### src/rtl/bt656_pkg.sv
`timescale 1ns/1ps
package bt656_pkg;

    parameter int unsigned WORD_W = 10;
    localparam int unsigned TRS_LEN = 4;
    localparam int unsigned IDX_W = $clog2(TRS_LEN);
    localparam int unsigned FLAG_BITS = 8;

    localparam logic [WORD_W-1:0] FILL_C = {1'b1, {(WORD_W-1){1'b0}}};
    localparam logic [WORD_W-1:0] FILL_Y = {3'b000, 1'b1, {(WORD_W-4){1'b0}}};

    // one word slot as sampled at the input
    typedef struct packed {
        logic              en;
        logic              hblk;
        logic              vblk;
        logic              fld;
        logic [WORD_W-1:0] y;
        logic [WORD_W-1:0] c;
    } slot_t;

    // what the output word is made of
    typedef enum logic [2:0] {
        K_OFF, K_ONES, K_ZERO, K_XY, K_FILL_C, K_FILL_Y, K_CHROMA, K_LUMA
    } kind_e;

    typedef struct packed {
        logic             act;
        logic [IDX_W-1:0] idx;
        logic             h;
        logic             f;
        logic             v;
        logic             ph;
    } seq_t;

    typedef struct packed {
        logic              valid;
        kind_e             kind;
        logic [WORD_W-1:0] data;
    } out_t;

    function automatic logic [WORD_W-1:0] xy_word(input logic f, input logic v, input logic h);
        logic [FLAG_BITS-1:0] b;
        logic [WORD_W-1:0]    w;
        b = {1'b1, f, v, h, v ^ h, f ^ h, f ^ v, f ^ v ^ h};
        w = '0;
        w[WORD_W-1 -: FLAG_BITS] = b;
        return w;
    endfunction

endpackage

### src/rtl/bt656_slot_delay.sv
`timescale 1ns/1ps
module bt656_slot_delay
    import bt656_pkg::*;
#(
    parameter int unsigned DEPTH = 5
) (
    input  logic  clk_i,
    input  logic  rst_ni,
    input  slot_t slot_i,
    output slot_t tap_o [DEPTH]
);

    slot_t stage_d [DEPTH];
    slot_t stage_q [DEPTH];

    always_comb begin
        stage_d[0] = slot_i;
        for (int i = 1; i < DEPTH; i++) begin
            stage_d[i] = stage_q[i-1];
        end
    end

    always_ff @(posedge clk_i or negedge rst_ni) begin
        if (!rst_ni) begin
            for (int i = 0; i < DEPTH; i++) stage_q[i] <= '0;
        end else begin
            for (int i = 0; i < DEPTH; i++) stage_q[i] <= stage_d[i];
        end
    end

    for (genvar g = 0; g < DEPTH; g++) begin : g_tap
        assign tap_o[g] = stage_q[g];
    end

endmodule

### src/rtl/bt656_trs_seq.sv
`timescale 1ns/1ps
module bt656_trs_seq
    import bt656_pkg::*;
(
    input  logic  clk_i,
    input  logic  rst_ni,
    input  slot_t cur_i,
    input  logic  prev_hblk_i,
    input  logic  last_blank_i,
    input  logic  first_active_i,
    output kind_e kind_o,
    output logic  f_o,
    output logic  v_o,
    output logic  h_o
);

    seq_t s_d, s_q;
    logic start_eav, start_sav;
    logic [IDX_W-1:0] idx;

    assign start_eav = cur_i.en & cur_i.hblk & ~prev_hblk_i;
    assign start_sav = cur_i.en & last_blank_i & ~first_active_i;

    always_comb begin
        s_d    = s_q;
        kind_o = K_OFF;
        f_o    = s_q.f;
        v_o    = s_q.v;
        h_o    = s_q.h;
        idx    = s_q.idx;
        if (!cur_i.en) begin
            s_d.act = 1'b0;
            s_d.idx = '0;
            s_d.ph  = 1'b0;
        end else if (s_q.act || start_eav || start_sav) begin
            if (!s_q.act) begin
                idx     = '0;
                s_d.h   = start_eav;
                s_d.f   = cur_i.fld;
                s_d.v   = cur_i.vblk;
                h_o     = start_eav;
                f_o     = cur_i.fld;
                v_o     = cur_i.vblk;
            end
            if (idx == '0)                        kind_o = K_ONES;
            else if (idx == IDX_W'(TRS_LEN - 1))  kind_o = K_XY;
            else                                  kind_o = K_ZERO;
            s_d.idx = idx + 1'b1;
            s_d.act = (idx != IDX_W'(TRS_LEN - 1));
            s_d.ph  = (idx == IDX_W'(TRS_LEN - 1)) ? 1'b0 : ~s_q.ph;
        end else begin
            if (cur_i.hblk) kind_o = s_q.ph ? K_FILL_Y : K_FILL_C;
            else            kind_o = s_q.ph ? K_LUMA : K_CHROMA;
            s_d.ph = ~s_q.ph;
        end
    end

    always_ff @(posedge clk_i or negedge rst_ni) begin
        if (!rst_ni) s_q <= '0;
        else         s_q <= s_d;
    end

endmodule

### src/rtl/bt656_trs_mux.sv
`timescale 1ns/1ps
module bt656_trs_mux
    import bt656_pkg::*;
(
    input  logic              clk_i,
    input  logic              rst_ni,
    input  logic              en_i,
    input  logic              hblank_i,
    input  logic              vblank_i,
    input  logic              field_i,
    input  logic [WORD_W-1:0] luma_i,
    input  logic [WORD_W-1:0] chroma_i,
    output logic [WORD_W-1:0] data_o,
    output logic              valid_o
);

    localparam int unsigned LOOK  = TRS_LEN;
    localparam int unsigned DEPTH = LOOK + 1;

    slot_t in_slot;
    slot_t tap [DEPTH];
    slot_t cur;
    kind_e kind;
    logic  f, v, h;
    out_t  out_d, out_q;
    kind_e kind_q;

    assign in_slot = '{en: en_i, hblk: hblank_i, vblk: vblank_i, fld: field_i,
                       y: luma_i, c: chroma_i};

    bt656_slot_delay #(.DEPTH(DEPTH)) u_delay (
        .clk_i  (clk_i),
        .rst_ni (rst_ni),
        .slot_i (in_slot),
        .tap_o  (tap)
    );

    assign cur = tap[LOOK-1];

    bt656_trs_seq u_seq (
        .clk_i          (clk_i),
        .rst_ni         (rst_ni),
        .cur_i          (cur),
        .prev_hblk_i    (tap[LOOK].hblk),
        .last_blank_i   (tap[0].hblk),
        .first_active_i (hblank_i),
        .kind_o         (kind),
        .f_o            (f),
        .v_o            (v),
        .h_o            (h)
    );

    always_comb begin
        out_d.valid = cur.en;
        out_d.kind  = kind;
        case (kind)
            K_ONES:   out_d.data = '1;
            K_XY:     out_d.data = xy_word(f, v, h);
            K_FILL_C: out_d.data = FILL_C;
            K_FILL_Y: out_d.data = FILL_Y;
            K_CHROMA: out_d.data = cur.c;
            K_LUMA:   out_d.data = cur.y;
            default:  out_d.data = '0;
        endcase
    end

    always_ff @(posedge clk_i or negedge rst_ni) begin
        if (!rst_ni) out_q <= '0;
        else         out_q <= out_d;
    end

    assign data_o  = out_q.data;
    assign valid_o = out_q.valid;
    assign kind_q  = out_q.kind;

endmodule

### config.mk
export PLATFORM = sky130hd
export DESIGN_NAME = bt656_trs_mux
export DESIGN_NICKNAME = d
export VERILOG_FILES = /design/src/rtl/bt656_pkg.sv /design/src/rtl/bt656_slot_delay.sv /design/src/rtl/bt656_trs_seq.sv /design/src/rtl/bt656_trs_mux.sv
export SDC_FILE = /design/constraint.sdc
export NUM_CORES = 1
export LEC_CHECK = 0
export ABC_AREA = 1
export ABC_CLOCK_PERIOD_IN_PS = 4300
export BUFFER_PORTS_ARGS = -buffer_cell sky130_fd_sc_hd__buf_2
export CAP_MARGIN = 10
export CORE_MARGIN = 2
export CORE_UTILIZATION = 40
export DETAILED_ROUTE_END_ITERATION = 12
export GPL_ROUTABILITY_DRIVEN = 1
export PLACE_DENSITY = 0.68
export SETUP_SLACK_MARGIN = 0.5
export SLEW_MARGIN = 20
export SYNTH_ARGS = -nofsm -noshare
export SYNTH_HDL_FRONTEND = slang
export SYNTH_SLANG_ARGS = --single-unit
### constraint.sdc
create_clock -name clk_i -period 4.3 [get_ports clk_i]
set_clock_uncertainty 0.1 [all_clocks]
set_input_delay 0.43 -clock clk_i [delete_from_list [all_inputs] [get_ports clk_i]]
set_output_delay 0.43 -clock clk_i [all_outputs]
set_load 0.01 [all_outputs]
---- After elaboration in Yosys (flattened, before gate mapping) ----
Index checks and enable logic that the tools add are counted.
word-level totals
  bits in registers ....................... 115
  output and inout bits ................... 11
operators by class
  add/sub/neg operators ................... 1
  equal/unequal tests ..................... 9
  muxes and demuxes ....................... 26
  bitwise operators ....................... 12
  reductions and logical operators ........ 4
operator list
  kind                                                 count
  one-hot mux 10 bit (6 select lines)                  1
  two-way mux 3 bit                                    6
  two-way mux 1 bit                                    15
  equality test 3 bit, second input constant           4
  two-way mux 2 bit                                    3
  two-way mux 6 bit                                    1
  AND 1 bit                                            4
  NOT 1 bit                                            4
  bitwise XOR 1 bit                                    4
  equality test 3 x 1 -> 1 bit, second input constant  1
  equality test 3 x 2 -> 1 bit, second input constant  1
  AND reduction 3 bit                                  1
  adder 2 x 1 -> 2 bit, second input constant          1
  equality test 2 bit, second input constant           1
  zero test 2 bit                                      1
  logical OR 1 bit                                     2
  != test 2 x 1 -> 1 bit, second input constant        1
  != test 2 bit, second input constant                 1

---- Depth between registers and ports, before layout ----
Gate-level depths: netlist (run 1).
  depth after elaboration ................. 13
  gate-level depth with buffers ........... 12
  mapped depth without buffers ............ 11

---- Modules after synthesis ----
Synthesis (run 1) repeated with hierarchy kept, for this count alone.
unflattened totals
  cells, all modules ...................... 269
  area total of the unflattened synthesis .. 4091.4 µm²
by module, submodules not included
  module            instances  cells an instance  area an instance (µm²)
  bt656_slot_delay  1          120                3002.9
  bt656_trs_mux     1          88                 626.9
  bt656_trs_seq     1          61                 461.7

---- Worst setup path before layout (run 1) ----
Ideal clock, no wire load.
  path type ............................... register -> register
  start ................................... register u_seq.s_q[6] in the netlist's numbering
  end ..................................... register out_q (netlist bit data_o[2])
  setup time .............................. 0.117 ns
  data arrival time ....................... 1.491 ns
  slack ................................... 2.591 ns
  stages on the path, launching flop included .. 12
  path buffers ............................ 1
  clock period less this slack ............ 1.709 ns
  cells stage by stage .................... dfrtp_1 clkbuf_2 nand2_1 inv_1 ha_1 inv_1 nand3_1 nand2_2 nand3_1 nand2_1 nor2_1 nand2_1
RTL lines
  item                    line                 text
  from (decl)             bt656_trs_seq.sv:17  seq_t s_d, s_q;
  from (signal assigned)  bt656_trs_seq.sv:59  if (!rst_ni) s_q <= '0;
  from (signal assigned)  bt656_trs_seq.sv:60  else s_q <= s_d;
  to (signal assigned)    bt656_trs_mux.sv:69  else out_q <= out_d;
  to (decl)               bt656_trs_mux.sv:25  out_t out_d, out_q;

==> impl_metrics.tcl, run 1 <==
set metrics [dict create \
    timing.hold.ws_ns 0.242 \
    area_delta_synth_final_pct 32.1 \
    synth_top_family_by_area "simple AND/OR/NAND/NOR gates" \
    met3_usage_pct 5.90 \
    port_buffers 36 \
    slowest_delay_ns 0.56 \
    coreArea_um2 8590 \
    htree_levels 4 \
    fin_setup_tns_ns 0 \
    grtUsageMet1_pct 15.8 \
    synthXorXnorAreaFrac_pct 0.503 \
    holdBufCountCts 24 \
    rsz0062_at_grt "false" \
    worstPathArrival_ns 2.50 \
    worst-path-buf-inv 1 \
    rows 34 \
    final_nets 345 \
    critPathTopFamily "simple AND/OR/NAND/NOR gates" \
    clk_latency_ns 0.50 \
    path_cells "nand3_1 > nand3_2 > nand3b_1 > nand2_1 > nand3_1 > inv_2 > nand2_1 > nand3_1" \
    power_density_nw_per_um2 568 \
    worstSetupEndpointType "register" \
    timing.fmax_mhz 461 \
    busiest_layer "met2" \
    worst-slew-pin-transition_ns 0.709 \
    clk_pin_slew_ns 0.06 \
    drtPass1Iterations 6 \
    syn_avg_cell_area_um2 14.6 \
    die_area_um2 9470 \
    grt_pass1_wl_um 9260 \
    min_period_ns 2.17 \
    cts.sinks 115 \
    crit_slowest_cell "dfrtp_1" \
    avgViaCountPerCell 4.30 \
    synth_cell_types 22 \
    antenna_found_initial 0 \
    vias 1884 \
    drv_cap 0 \
    cts_setup_buffers 0 \
    drt_iter0_drc 130 \
    synth_compound_area_share_pct 1.40 \
    fin_cells 438 \
    yosysWarnings 0 \
    cts_tree "yes" \
    hold_viol 0 \
    fin_util_pct 53.6 \
    min-delay-path-class "register to register" \
    p_leak_nw 2.25 \
    drv_slew 0 \
    critPathKind "register to register" \
    numCtsBuffers 17 \
    period_share_pct 50.5 \
    overflow 0 \
    initial_utilization_pct 40.6 \
    die_w_um 97.3 \
    status "complete, no violations" \
    place_congestion 0.879 \
    synthMuxAreaShare_pct 0 \
    routed_wl_um 5300 \
    cpMostUsedCell "nand3_1" \
    drc 0 \
    placed_cells 381 \
    synthCells 239 \
    grt_pass1_vias 1947 \
    netlist_area_um2 3480 \
    drive_gt1_share_pct 24.2 \
    fin_total_pwr_mw 2.62 \
    synth.net_count 267 \
    hpwlAfterDp_um 3060 \
    relSlewSlack_pct 52.7 \
    clk_path_buf_depth 2 \
    synthAdderAreaFrac_pct 0.718 \
    die_h_um 97.3 \
    finalSetupViolCount 0 \
    postCtsResizedCells 0 \
    grt_max_degree 83 \
    drtAntennaViolNets 0 \
    n_fill_cell 704 \
    io_pins 37 \
    ys_ff_latch 115 \
    required_ns 4.63 \
    irDropWorstVdd_uv 310 \
    grt_use_met2_pct 19.5 \
    synth_seq_area_share_pct 82.6 \
    path_max_fanout 12 \
    start_kind "register" \
    synth_simple_gate_area_share_pct 11.7 \
    grtUsageTotal_pct 13.0 \
    wl_per_cell_um 12.1 \
    n_antenna_cell 0 \
    root_buffer "clkbuf_8" \
]
metal layers:
metal | share of wire, % | wire length [um]
met1 | 45 | 2360
met3 | 4.7 | 249
met2 | 48 | 2550
met4 | 2.6 | 139
met5 | 0 | 0
Yosys cell counts:
| master | count | area, um^2 |
|---|---|---|
| nand3_1 | 27 | 135 |
| nor2_1 | 5 | 18.8 |
| nor2_2 | 2 | 12.5 |
| ha_1 | 2 | 25.0 |
| xnor2_1 | 1 | 8.76 |
| o21ai_0 | 4 | 20.0 |
| o211ai_1 | 1 | 7.51 |
| nand3b_1 | 2 | 15.0 |
| o21ai_2 | 1 | 8.76 |
| buf_6 | 2 | 22.5 |
| dfrtp_1 | 115 | 2880 |
| nand2_1 | 44 | 165 |
| nand3_2 | 2 | 20.0 |
| inv_1 | 19 | 71.3 |
| clkbuf_2 | 1 | 5.00 |
| xor2_1 | 1 | 8.76 |
| inv_2 | 2 | 7.51 |
| nor2_4 | 1 | 11.3 |
| a21oi_1 | 1 | 5.00 |
| nand4_1 | 2 | 12.5 |
| a211oi_1 | 1 | 7.51 |
| nand2_2 | 3 | 18.8 |
flip-flops by register name (all words and copies together) (netlist names):
| register | count |
|---|---|
| u_delay.tap_o | 97 |
| valid_o | 1 |
| u_seq.s_q | 7 |
| data_o | 10 |
cells in the final DEF (no fill, tap or decap), types with 2 or more instances in the layout:
| cell type | synthesis | final |
|---|---|---|
| clkinv_4 | 0 | 2 |
| nand3_1 | 27 | 27 |
| ha_1 | 2 | 2 |
| dfrtp_1 | 115 | 115 |
| inv_1 | 19 | 19 |
| clkinvlp_4 | 0 | 3 |
| nand4_1 | 2 | 2 |
| nor2_1 | 5 | 5 |
| nand2_2 | 3 | 3 |
| dlygate4sd3_1 | 0 | 25 |
| buf_2 | 0 | 35 |
| nand2_1 | 44 | 44 |
| nand3_2 | 2 | 2 |
| clkbuf_8 | 0 | 3 |
| o21ai_0 | 4 | 4 |
| nor2_2 | 2 | 2 |
| clkinv_2 | 0 | 2 |
| inv_2 | 2 | 2 |
| clkbuf_16 | 0 | 16 |
| inv_6 | 0 | 5 |
| nand3b_1 | 2 | 2 |
cell type report:
cell class	instances	area, um^2	share of cell area, %
clock inverters	13	124	2.69
clock buffers	19	442	9.60
repair buffers	62	444	9.65
well taps	108	135	2.94
inverters	21	78.8	1.71
flip-flops and latches	115	2880	62.5
multi-input cells	100	500	10.9
metrics by stage:
step                      setup WS, ns  instance area [um^2]
after floorplan                   2.59                  3480
after global placement            2.32                  3780
after detailed placement          2.19                  3780
after CTS                         2.17                  4590
after global routing              1.89                  4600
final                             2.13                  4600
cell families after synthesis:
group / count (synthesis)
compound gates: 8
xor+xnor: 2
fa+ha+maj: 2
buf+inv: 24
flops: 115
simple gates: 88
path summary, 6_finish.rpt:
kind                                   start            endpoint  slack [ns]  depth (start not counted)
max in group asynchronous             rst_ni        u_seq.s_q[4]        2.76                          3
hold reg to reg            u_delay.tap_o[68]   u_delay.tap_o[44]        0.24                          0
min in group asynchronous             rst_ni  u_delay.tap_o[119]        0.42                          2
setup reg to reg           u_delay.tap_o[47]           data_o[4]        2.13                          8
setup / recovery           u_delay.tap_o[47]           data_o[4]        2.13                          8
hold / removal             u_delay.tap_o[68]   u_delay.tap_o[44]        0.24                          0
power by group:
group	leakage [nW]	total (mW)	internal [mW]	switching [mW]
sequential	1.36	1.18	1.15	0.0250
clock	0.272	1.29	0.803	0.487
combinational	0.622	0.149	0.0585	0.0909
total	2.25	2.62	2.01	0.603
Note: power is estimated with default switching activity, not from simulation.
==> run 2: changes to the inputs <==
--- a/config.mk
+++ b/config.mk
@@ -6,7 +6,7 @@
 export NUM_CORES = 1
 export LEC_CHECK = 0
 export ABC_AREA = 1
-export ABC_CLOCK_PERIOD_IN_PS = 4300
+export ABC_CLOCK_PERIOD_IN_PS = 2100
 export BUFFER_PORTS_ARGS = -buffer_cell sky130_fd_sc_hd__buf_2
 export CAP_MARGIN = 10
 export CORE_MARGIN = 2
==> constraint.sdc (replaced) <==
create_clock -name clk_i -period 2.1 [get_ports clk_i]
set_clock_uncertainty 0.1 [all_clocks]
set_input_delay 0.21 -clock clk_i [delete_from_list [all_inputs] [get_ports clk_i]]
set_output_delay 0.21 -clock clk_i [all_outputs]
set_load 0.01 [all_outputs]
==> impl_metrics.tcl, run 2 (synthesized netlist as in run 1, its figures left out) <==
set metrics [dict create \
    worstSetupEndpointType "register" \
    relSlewSlack_pct 72.1 \
    path_cells "nand2_2 > inv_2 > ha_4 > inv_2 > nand3_4 > nand2_8 > nand3_4 > clkinvlp_4 > nand2_1 > nand3_2" \
    htree_levels 4 \
    vias 1993 \
    drtPass1Iterations 4 \
    drt_iter0_drc 112 \
    critPathKind "register to register" \
    die_area_um2 9470 \
    min-delay-path-class "primary input to asynchronous set/reset pin" \
    largest_reg_flops 97 \
    wl_met3_um 251 \
    irDropWorstVdd_uv 685 \
    final_area_um2 4870 \
    drc 0 \
    avgViaCountPerCell 4.45 \
    routed_wl_um 6030 \
    hpwlAfterDp_um 3340 \
    clk_path_buf_depth 2 \
    rows 34 \
    die_h_um 97.3 \
    hold_viol 0 \
    grtUsageTotal_pct 14.6 \
    initial_utilization_pct 40.6 \
    cts.sinks 115 \
    coreArea_um2 8590 \
    worstPathArrival_ns 2.03 \
    final_common_cell "dfrtp_1" \
    power_density_nw_per_um2 1160 \
    start_kind "register" \
    drv_slew 0 \
    root_buffer "clkbuf_8" \
    io_pins 37 \
    final_cell_mix "dfrtp_1, nand2_1, buf_2" \
    dpl_cell_area_um2 3850 \
    top_layer_used "met4" \
    port_buffers 36 \
    worst-path-buf-inv 3 \
    required_ns 2.39 \
    antenna_found_initial 0 \
    die_w_um 97.3 \
    n_antenna_cell 0 \
    finalSetupViolCount 0 \
    place_congestion 0.859 \
    path_max_fanout 6 \
    p_leak_nw 2.35 \
    clk_pin_slew_ns 0.06 \
    numCtsBuffers 17 \
    drive_gt1_share_pct 32.6 \
    fin_setup_tns_ns 0 \
    grt_max_degree 52 \
    cts_tree "yes" \
    clk_latency_ns 0.51 \
    crit_slowest_cell "dfrtp_2" \
    critPathTopFamily "simple AND/OR/NAND/NOR gates" \
    overflow 0 \
    period_share_pct 83.2 \
    grt_pass1_wl_um 10400 \
    wl_per_cell_um 13.5 \
    slowest_delay_ns 0.46 \
    final_nets 355 \
    drtAntennaViolNets 0 \
    grt_pass1_vias 2188 \
    worst-slew-pin-transition_ns 0.419 \
    status "complete, no violations" \
    drv_cap 0 \
    rsz0062_at_grt "true" \
    met2_length_um 3130 \
    fin_util_pct 56.7 \
    timing.fmax_mhz 572 \
    met1Wirelength_um 2460 \
    min_period_ns 1.75 \
    area_delta_synth_final_pct 39.9 \
]
run 2: cell types whose count changed in the layout (fill, tap and decap cells not counted), moves of 4 or more:
cell	previous run	this run
nand3_4	0	5
nand2_1	44	39
nand3_1	27	20
inv_1	19	15
buf_4	1	9
run 2: worst reg2reg max path, delay by kind of cell (launching register included):
family        cells  cell delay [ns]
fa+ha+maj         1             0.25
simple gates      6             0.59
flops             1             0.46
buf+inv           3             0.23
run 2: what timing repair did:
action / 4_1_cts / 5_1_grt
pin swaps: 13 / 2
setup buffers: 4 / 1
hold buffers: 25 / 0
hold endpoints to repair: 139 / 0
gates cloned: 1 / 0
setup endpoints to repair: 11 / 10
gates resized for setup: 23 / 4
run 2: per-layer routing:
layer | vias to the layer above | track usage (%)
li1 | 942 | -
met1 | 976 | 16.7
met4 | 0 | 10.1
met2 | 61 | 22.7
met5 | - | 0
met3 | 14 | 5.40
run 2: final cells by class:
type                            instances  area [um^2]
Fill cell                             668         3720
Sequential cell                       115         2880
Multi-Input combinational cell        100          637
Timing Repair Buffer                   71          524
Clock buffer                           17          414
Clock inverter                         15          193
Tap cell                              108          135
Inverter                               21         83.8
Timing Repair inverter                  1         7.51
run 2: where the power goes:
part	switching (mW)	total (mW)	internal [mW]
clock network	1.06	2.90	1.84
logic	0.221	0.371	0.151
registers	0.0540	2.41	2.35
run 2: path summary, 6_finish.rpt:
path / startpoint / end / slack, ns / cells past startpoint
max: u_seq.s_q[6] / data_o[9] / 0.35 / 10
min: rst_ni / u_delay.tap_o[92] / 0.08 / 2
max reg2reg: u_seq.s_q[6] / data_o[9] / 0.35 / 10
min reg2reg: u_delay.tap_o[106] / u_delay.tap_o[82] / 0.24 / 0
max in group asynchronous: rst_ni / u_seq.s_q[6] / 1.21 / 3
min in group clk_i: chroma_i[1] / u_delay.tap_o[97] / 0.24 / 2
run 2: per-stage QoR:
stage / power [mW] / hold slack [ns] / setup WS [ns] / instances
2_1_floorplan: 2.59 / -0.186 / 0.481 / 239
3_3_place_gp: 2.72 / 0.0713 / 0.384 / 385
3_5_place_dp: 2.74 / 0.0780 / 0.307 / 385
4_1_cts: 5.73 / 0.0705 / 0.415 / 447
5_1_grt: 5.93 / 0.131 / 0.272 / 448
6_report: 5.68 / 0.0822 / 0.352 / 448
==> run 3: changes to the inputs <==
--- a/config.mk
+++ b/config.mk
@@ -6,14 +6,14 @@
 export NUM_CORES = 1
 export LEC_CHECK = 0
 export ABC_AREA = 1
-export ABC_CLOCK_PERIOD_IN_PS = 2100
+export ABC_CLOCK_PERIOD_IN_PS = 1500
 export BUFFER_PORTS_ARGS = -buffer_cell sky130_fd_sc_hd__buf_2
 export CAP_MARGIN = 10
 export CORE_MARGIN = 2
 export CORE_UTILIZATION = 40
 export DETAILED_ROUTE_END_ITERATION = 12
 export GPL_ROUTABILITY_DRIVEN = 1
-export PLACE_DENSITY = 0.68
+export PLACE_DENSITY = 0.7
 export SETUP_SLACK_MARGIN = 0.5
 export SLEW_MARGIN = 20
 export SYNTH_ARGS = -nofsm -noshare
==> constraint.sdc (replaced) <==
create_clock -name clk_i -period 1.5 [get_ports clk_i]
set_clock_uncertainty 0.1 [all_clocks]
set_input_delay 0.15 -clock clk_i [delete_from_list [all_inputs] [get_ports clk_i]]
set_output_delay 0.15 -clock clk_i [all_outputs]
set_load 0.01 [all_outputs]
==> impl_metrics.tcl, run 3 (synthesized netlist as in run 1, its figures left out) <==
set metrics [dict create \
    status "finished with violations" \
    violations "setup timing" \
    die_h_um 97.3 \
    final_area_um2 5270 \
    min-delay-path-class "primary input to asynchronous set/reset pin" \
    fin_cells 478 \
    port_buffers 36 \
    grt_pass1_wl_um 11300 \
    routed_wl_um 7150 \
    clk_pin_slew_ns 0.06 \
    worstPathArrival_ns 2.07 \
    overflow 0 \
    hold_viol 0 \
    drv_cap 0 \
    crit_slowest_cell "dfrtp_2" \
    largest_reg_flops 97 \
    initial_utilization_pct 40.6 \
    timing.fmax_mhz 569 \
    rsz0062_at_grt "true" \
    worst-path-buf-inv 1 \
    relSlewSlack_pct 76.6 \
    grt_max_degree 50 \
    io_pins 37 \
    root_buffer "clkbuf_8" \
    irDropWorstVdd_uv 1070 \
    clk_path_buf_depth 2 \
    wl_per_cell_um 15.0 \
    final_nets 386 \
    power_density_nw_per_um2 1480 \
    rows 34 \
    cts_tree "yes" \
    final_common_cell "dfrtp_1" \
    drc 0 \
    final_cell_mix "dfrtp_1, buf_2, buf_4" \
    die_w_um 97.3 \
    numCtsBuffers 17 \
    dpl_cell_area_um2 4050 \
    start_kind "register" \
    fin_total_pwr_mw 7.79 \
    antenna_found_initial 0 \
    finalSetupViolCount 10 \
    drt_iter0_drc 126 \
    cts.sinks 115 \
    period_share_pct 117 \
    grt_pass1_vias 2340 \
    n_antenna_cell 0 \
    slowest_delay_ns 0.46 \
    grtUsageTotal_pct 15.9 \
    cpMostUsedCell "nand2_2" \
    placed_cells 403 \
    path_max_fanout 9 \
    fin_util_pct 61.4 \
    drtPass1Iterations 4 \
    critPathKind "register to register" \
    setup_ws_ns -0.258 \
    coreArea_um2 8590 \
    htree_levels 4 \
    place_congestion 0.824 \
    drv_slew 0 \
    required_ns 1.81 \
    hpwlAfterDp_um 3470 \
    area_delta_synth_final_pct 51.3 \
    vias 2163 \
    die_area_um2 9470 \
    avgViaCountPerCell 4.53 \
    clk_latency_ns 0.49 \
    min_period_ns 1.76 \
    path_cells "nand2_2 > ha_4 > nand3b_1 > nand2_2 > nand3_2 > inv_4 > nand2_1 > nand3_1" \
    drtAntennaViolNets 0 \
    worst-slew-pin-transition_ns 0.351 \
    p_leak_nw 2.53 \
    worstSetupEndpointType "register" \
    drive_gt1_share_pct 44.6 \
    timing.hold.ws_ns 0.0140 \
    critPathTopFamily "simple AND/OR/NAND/NOR gates" \
]
## run 3: power breakdown
| part | internal, mW | switching (mW) | leakage, nW |
|---|---|---|---|
| logic | 0.393 | 0.423 | 0.925 |
| clock network | 2.23 | 1.36 | 0.246 |
| registers | 3.30 | 0.0828 | 1.36 |
## run 3: worst reg2reg max path, cell delays in order, from the launching register on
cell,delay [ns]
dfrtp_2,0.46
nand2_2,0.12
ha_4,0.18
nand3b_1,0.20
nand2_2,0.17
nand3_2,0.14
inv_4,0.12
nand2_1,0.07
nand3_1,0.11
## run 3: layout make-up
class | instances | area, um^2
fillers | 609 | 3320
flip-flops and latches | 115 | 2880
repair buffers | 103 | 857
multi-input cells | 100 | 768
clock buffers | 20 | 435
well taps | 108 | 135
clock inverters | 11 | 106
inverters | 21 | 91.3
## run 3: final timing paths
path | cells past startpoint | from | to | slack (ns)
worst max-delay path | 8 | u_seq.s_q[6] | data_o[9] | -0.26
worst min-delay path | 2 | rst_ni | u_delay.tap_o[92] | 0.01
worst max register to register | 8 | u_seq.s_q[6] | data_o[9] | -0.26
worst min register to register | 0 | u_delay.tap_o[53] | u_delay.tap_o[29] | 0.24
max in group asynchronous | 3 | rst_ni | u_delay.tap_o[64] | 0.74
min in group clk_i | 2 | chroma_i[7] | u_delay.tap_o[103] | 0.18
## run 3: timing repair
action / 4_1_cts / 5_1_grt
endpoints found under the hold margin: 139 / 0
buffers inserted: 12 / 7
cloned: 0 / 0
hold buffers: 25 / 0
pin swaps: 21 / 10
endpoints found under the setup margin: 28 / 28
resized for setup: 55 / 18
## run 3: through the flow
step | setup TNS [ns] | setup WS [ns]
3_3_place_gp | -1.40 | -0.174
3_5_place_dp | -2.07 | -0.284
6_report | -2.21 | -0.258
2_1_floorplan | -0.624 | -0.0891
4_1_cts | -1.15 | -0.131
5_1_grt | -2.98 | -0.310
## run 3: metal layers
metal  global-route usage, %  vias to the layer above  share of wire, %
met2                    26.4                       66                53
li1                        -                      992                 -
met3                    5.47                       20               3.1
met1                    18.1                     1085                41
met5                       0                        -                 0
met4                    8.55                        0               3.5
